`src/rtl/sem_pkg.sv`:
```
`timescale 1ns/1ps
package sem_pkg;

  typedef enum logic [1:0] {
    SEM_FREE  = 2'b00,
    SEM_LEFT  = 2'b01,
    SEM_RIGHT = 2'b10
  } sem_owner_e;

endpackage

```
`src/rtl/sem_port_dec.sv`:
```
`timescale 1ns/1ps
// Turns one port's strobes into per-semaphore request/release pulses.
module sem_port_dec #(
  parameter int NUM_SEM = 8,
  parameter int ADDR_W  = 13,
  parameter int DATA_W  = 8,
  localparam int IDX_W  = $clog2(NUM_SEM)
) (
  input  logic              sem_sel,
  input  logic              mem_en,
  input  logic [ADDR_W-1:0] addr,
  input  logic              wr,
  input  logic              rd,
  input  logic [DATA_W-1:0] wdata,
  output logic [NUM_SEM-1:0] req_set,
  output logic [NUM_SEM-1:0] req_clr,
  output logic              rd_fire,
  output logic [IDX_W-1:0]  rd_idx
);

  logic             access_ok;
  logic [IDX_W-1:0] idx;
  logic             unused_bits;

  assign access_ok   = sem_sel & ~mem_en;
  assign idx         = addr[IDX_W-1:0];
  assign rd_fire     = access_ok & rd;
  assign rd_idx      = idx;
  assign unused_bits = ^{addr[ADDR_W-1:IDX_W], wdata[DATA_W-1:1]};

  for (genvar g = 0; g < NUM_SEM; g++) begin : g_hit
    logic hit;
    assign hit        = access_ok & wr & (idx == IDX_W'(g));
    assign req_set[g] = hit & ~wdata[0];
    assign req_clr[g] = hit &  wdata[0];
  end

endmodule

```
`src/rtl/sem_cell.sv`:
```
`timescale 1ns/1ps
// One semaphore: a waiting-request flag per side plus the current owner.
module sem_cell
  import sem_pkg::*;
(
  input  logic clk,
  input  logic rst_n,
  input  logic l_set,
  input  logic l_clr,
  input  logic r_set,
  input  logic r_clr,
  output logic own_l,
  output logic own_r
);

  sem_owner_e owner_q, owner_d;
  logic       req_l_q, req_l_d;
  logic       req_r_q, req_r_d;
  logic       upd_en;

  assign upd_en = l_set | l_clr | r_set | r_clr;

  always_comb begin
    req_l_d = req_l_q;
    if (l_clr)      req_l_d = 1'b0;
    else if (l_set) req_l_d = 1'b1;

    req_r_d = req_r_q;
    if (r_clr)      req_r_d = 1'b0;
    else if (r_set) req_r_d = 1'b1;

    owner_d = owner_q;
    case (owner_q)
      SEM_FREE: begin
        if (req_l_d)      owner_d = SEM_LEFT;
        else if (req_r_d) owner_d = SEM_RIGHT;
      end
      SEM_LEFT: begin
        if (!req_l_d) owner_d = req_r_d ? SEM_RIGHT : SEM_FREE;
      end
      SEM_RIGHT: begin
        if (!req_r_d) owner_d = req_l_d ? SEM_LEFT : SEM_FREE;
      end
      default: owner_d = SEM_FREE;
    endcase
  end

  always_ff @(posedge clk or negedge rst_n) begin
    if (!rst_n) begin
      owner_q <= SEM_FREE;
      req_l_q <= 1'b0;
      req_r_q <= 1'b0;
    end else if (upd_en) begin
      owner_q <= owner_d;
      req_l_q <= req_l_d;
      req_r_q <= req_r_d;
    end
  end

  assign own_l = (owner_q == SEM_LEFT);
  assign own_r = (owner_q == SEM_RIGHT);

endmodule

```
`src/rtl/sem_rd_latch.sv`:
```
`timescale 1ns/1ps
// Per-port read capture register: 0 on every bit when this port owns.
module sem_rd_latch #(
  parameter int NUM_SEM = 8,
  parameter int DATA_W  = 8,
  localparam int IDX_W  = $clog2(NUM_SEM)
) (
  input  logic               clk,
  input  logic               rst_n,
  input  logic               rd_fire,
  input  logic [IDX_W-1:0]   rd_idx,
  input  logic [NUM_SEM-1:0] own_vec,
  output logic [DATA_W-1:0]  rdata
);

  logic              rd_bit;
  logic [DATA_W-1:0] rdata_d, rdata_q;

  always_comb begin
    rd_bit  = ~own_vec[rd_idx];
    rdata_d = {DATA_W{rd_bit}};
  end

  always_ff @(posedge clk or negedge rst_n) begin
    if (!rst_n)       rdata_q <= '1;
    else if (rd_fire) rdata_q <= rdata_d;
  end

  assign rdata = rdata_q;

endmodule

```
`src/rtl/sem_bank.sv`:
```
`timescale 1ns/1ps
module sem_bank #(
  parameter int NUM_SEM = 8,
  parameter int ADDR_W  = 13,
  parameter int DATA_W  = 8,
  localparam int IDX_W  = $clog2(NUM_SEM)
) (
  input  logic              clk,
  input  logic              rst_n,
  input  logic              l_sem_sel,
  input  logic              l_mem_en,
  input  logic [ADDR_W-1:0] l_addr,
  input  logic              l_wr,
  input  logic              l_rd,
  input  logic [DATA_W-1:0] l_wdata,
  output logic [DATA_W-1:0] l_rdata,
  input  logic              r_sem_sel,
  input  logic              r_mem_en,
  input  logic [ADDR_W-1:0] r_addr,
  input  logic              r_wr,
  input  logic              r_rd,
  input  logic [DATA_W-1:0] r_wdata,
  output logic [DATA_W-1:0] r_rdata
);

  logic [1:0]         rst_pipe_q;
  logic               rst_core_n;
  logic [NUM_SEM-1:0] l_set, l_clr, r_set, r_clr;
  logic [NUM_SEM-1:0] own_l_vec, own_r_vec;
  logic               l_rd_fire, r_rd_fire;
  logic [IDX_W-1:0]   l_rd_idx, r_rd_idx;

  always_ff @(posedge clk or negedge rst_n) begin
    if (!rst_n) rst_pipe_q <= 2'b00;
    else        rst_pipe_q <= {rst_pipe_q[0], 1'b1};
  end
  assign rst_core_n = rst_pipe_q[1];

  sem_port_dec #(.NUM_SEM(NUM_SEM), .ADDR_W(ADDR_W), .DATA_W(DATA_W)) u_dec_l (
    .sem_sel(l_sem_sel), .mem_en(l_mem_en), .addr(l_addr), .wr(l_wr),
    .rd(l_rd), .wdata(l_wdata), .req_set(l_set), .req_clr(l_clr),
    .rd_fire(l_rd_fire), .rd_idx(l_rd_idx));

  sem_port_dec #(.NUM_SEM(NUM_SEM), .ADDR_W(ADDR_W), .DATA_W(DATA_W)) u_dec_r (
    .sem_sel(r_sem_sel), .mem_en(r_mem_en), .addr(r_addr), .wr(r_wr),
    .rd(r_rd), .wdata(r_wdata), .req_set(r_set), .req_clr(r_clr),
    .rd_fire(r_rd_fire), .rd_idx(r_rd_idx));

  for (genvar g = 0; g < NUM_SEM; g++) begin : g_cell
    sem_cell u_cell (
      .clk(clk), .rst_n(rst_core_n),
      .l_set(l_set[g]), .l_clr(l_clr[g]),
      .r_set(r_set[g]), .r_clr(r_clr[g]),
      .own_l(own_l_vec[g]), .own_r(own_r_vec[g]));
  end

  sem_rd_latch #(.NUM_SEM(NUM_SEM), .DATA_W(DATA_W)) u_rd_l (
    .clk(clk), .rst_n(rst_core_n), .rd_fire(l_rd_fire), .rd_idx(l_rd_idx),
    .own_vec(own_l_vec), .rdata(l_rdata));

  sem_rd_latch #(.NUM_SEM(NUM_SEM), .DATA_W(DATA_W)) u_rd_r (
    .clk(clk), .rst_n(rst_core_n), .rd_fire(r_rd_fire), .rd_idx(r_rd_idx),
    .own_vec(own_r_vec), .rdata(r_rdata));

endmodule

```
`config.mk`:
```
export PLATFORM = sky130hd
export DESIGN_NAME = sem_bank
export DESIGN_NICKNAME = d
export VERILOG_FILES = /design/src/rtl/sem_pkg.sv /design/src/rtl/sem_port_dec.sv /design/src/rtl/sem_cell.sv /design/src/rtl/sem_rd_latch.sv /design/src/rtl/sem_bank.sv
export SDC_FILE = /design/constraint.sdc
export NUM_CORES = 1
export LEC_CHECK = 0
export BUFFER_PORTS_ARGS = -buffer_cell sky130_fd_sc_hd__buf_2
export CORE_UTILIZATION = 40
export CTS_CLUSTER_DIAMETER = 80
export CTS_CLUSTER_SIZE = 25
export DETAILED_ROUTE_END_ITERATION = 12
export PLACE_DENSITY = 0.77
export SYNTH_ARGS = -nofsm -noshare
export SYNTH_HDL_FRONTEND = slang
export SYNTH_SLANG_ARGS = --single-unit
```
`constraint.sdc`:
```
create_clock -name clk -period 3.75 [get_ports clk]
set_clock_uncertainty 0.15 [all_clocks]
set_input_delay 0.5625 -clock clk [delete_from_list [all_inputs] [get_ports clk]]
set_output_delay 0.5625 -clock clk [all_outputs]
set_load 0.05 [all_outputs]
```
==> results_dict.tcl <==
set metrics [dict create \
    outcome "complete, no violations" \
    die_w_um 73.63 \
    synth_top_flop_cell "dfrtp_1" \
    final_common_cell "dfrtp_1" \
    ant_nets 0 \
    syn-num-nets 252 \
    maxSlewViolCount 0 \
    gp_congestion 0.7770 \
    multi_input_area_um2 962.2 \
    postCtsHoldBufs 1 \
    yosys.area.top_type "dfrtp_1" \
    cts_tree "done" \
    drc 0 \
    synth_compound_area_frac 0.1951 \
    ir_worst_vdd_mv 0.2358 \
    holdWs_ps 126.4 \
    core_area_um2 4817 \
    seq_area_frac_synth 0.4402 \
    crit_path_max_fanout 7 \
    io_pins 68 \
    seq_area_um2 903.4 \
    start_kind "primary input" \
    top_layer "met4" \
    antenna_found_initial 0 \
    final_cells 292 \
    synth_xor_area_frac 0 \
    maxCapViolCount 0 \
    grt_pass1_wl_um 7031 \
    synth_edf_count 0 \
    drt_iter0_markers 95 \
    avgSynthCellArea_um2 10.26 \
    clk_pin_slew_ps 70 \
    cp.arrival_ps 2110 \
    clock-sinks 36 \
    layout-drive-gt1-share 0.2933 \
    cts_root_buf "clkbuf_8" \
    vias 1559 \
    cts_setup_buffers 0 \
    area_delta_synth_final_pct 12.26 \
    dieHeight_um 73.63 \
    post-route-period-util 0.5542 \
    crit_required_ps 3780 \
    port_buffers 33 \
    fin_crit_ps 2078 \
    power_leakage_nw 1.044 \
    diodes 0 \
    synth_mux_area_frac 0.07988 \
    htree_levels 2 \
    clock_latency_ps 290 \
    cts_max_path_buffers 2 \
    synth_adder_area_share 0 \
    wl_met1_um 1981 \
    synth_simple_gate_area_frac 0.1921 \
    tns_ps 0 \
    drtPass1Iterations 4 \
    power.total_mw 1.339 \
    row_count 25 \
    final_cell_mix "34 x dfrtp_1, 33 x buf_2, 16 x inv_1" \
    routed_via_density 5.339 \
    syn_inst 200 \
    end_kind "flop" \
    synth.area.top_cells "dfrtp_1 41%, buf_4 5.1%, o21ai_0 3.2%" \
    ctsResizeCount 0 \
    synth_top_family_by_area "compound AO/OA/AOI/OAI gates" \
    cts_buffers 5 \
    yosysWarnings 0 \
    crit_path_start "r_mem_en" \
    synthesis.area_um2 2052 \
    met2_length_um 1926 \
    synth_top_area_share 0.4146 \
    worst-r2r-cell-count 4 \
    place_inst 283 \
    rsz0062_at_grt "false" \
    num-fill-cells 464 \
    setup_violations 0 \
    synthArstFlopShare 1.000 \
    dr_wl_met3_um 198 \
    grt_max_degree 35 \
    ys_seq_elements 36 \
    worst-setup-path-type "primary input to flop" \
    ys_types 57 \
    wl_um 4164 \
    hold_viol_final 0 \
    r2r_setup_slack_ps 2140 \
    start_util 0.4260 \
    p_per_area_nw_per_um2 581.4 \
    fmax_mhz 481.2 \
    r2r_end "u_rd_r.rdata[0]$_DFFE_PN1P_" \
    routedWlPerCell_um 14.26 \
    r2r_start "g_cell[2].u_cell.owner_q[1]$_DFFE_PN0P_" \
    hp-class "flop to asynchronous set/reset pin" \
    grt_overflow 0 \
    hpwl_um 3131 \
    grt.total_usage 0.1782 \
    die-area_um2 5421 \
    nNetsFinal 276 \
    grt_pass1_vias 1521 \
]
## cell usage after synthesis (all sizes together), types with 3 or more instances
cell     n
nand2b   3
nor2    15
nor2b    5
nand2   12
o41ai    3
dfrtp   34
o31ai    3
mux2     8
nand3b   3
a22o     4
o21ai   17
inv     17
buf     16
nor3     3
a31o     3
a21oi    3
nor3b    5
mux2i    4
o21a     3
## logic make-up after synthesis
group / after synthesis
AO/OA/AOI/OAI: 55
flip-flops: 36
buffers and inverters: 35
AND/OR/NAND/NOR: 60
other: 1
multiplexers: 13
## critical path, cell delays in order
cell and delay [ps]:
buf_2 110, nand4b_2 320, nor3b_2 330, mux2_4 360
nor4b_2 160, a221o_1 250
## worst max-delay path by stage
stage                                                   end  depth (start not counted)
CTS                 g_cell[6].u_cell.owner_q[1]$_DFFE_PN0P_                          6
detailed placement  g_cell[6].u_cell.owner_q[1]$_DFFE_PN0P_                          6
floorplan           g_cell[6].u_cell.owner_q[1]$_DFFE_PN0P_                          5
finish              g_cell[6].u_cell.owner_q[1]$_DFFE_PN0P_                          6
global placement    g_cell[4].u_cell.owner_q[1]$_DFFE_PN0P_                          6
global route        g_cell[6].u_cell.owner_q[1]$_DFFE_PN0P_                          6
## sequential cells by signal, indices dropped and copies added, names as in the netlist
register	count
g_cell.u_cell.req_l_q	8
g_cell.u_cell.owner_q	16
u_rd_l.rdata	1
rst_pipe_q	2
g_cell.u_cell.req_r_q	8
u_rd_r.rdata	1
## through the flow
step | area (um^2) | util | setup slack (ps)
detailed placement | 2186 | 0.4538 | 1347
floorplan | 2052 | - | 1651
global route | 2303 | 0.4782 | 1570
finish | 2303 | 0.4782 | 1672
global placement | 2186 | 0.4538 | 1384
CTS | 2303 | 0.4782 | 1673
## where the power goes
part,switching [mW],internal [mW],total (mW)
Sequential,0.0730,0.479,0.552
Combinational,0.298,0.153,0.452
Clock,0.138,0.197,0.336
Total,0.510,0.830,1.34
## layout make-up
type                    instances  share of cell area
clock buffers                   6             0.03150
well taps                      67             0.03639
clock inverters                 2             0.01521
flip-flops and latches         36              0.3922
multi-input cells             129              0.4177
repair buffers                 35             0.07930
inverters                      17             0.02770
## per-layer routing
metal	global-route usage	vias to the layer above
met5	0	-
met4	0.06410	0
met3	0.06036	6
met2	0.2915	35
met1	0.2181	755
li1	-	763
Note: power is estimated with default switching activity, not from simulation.
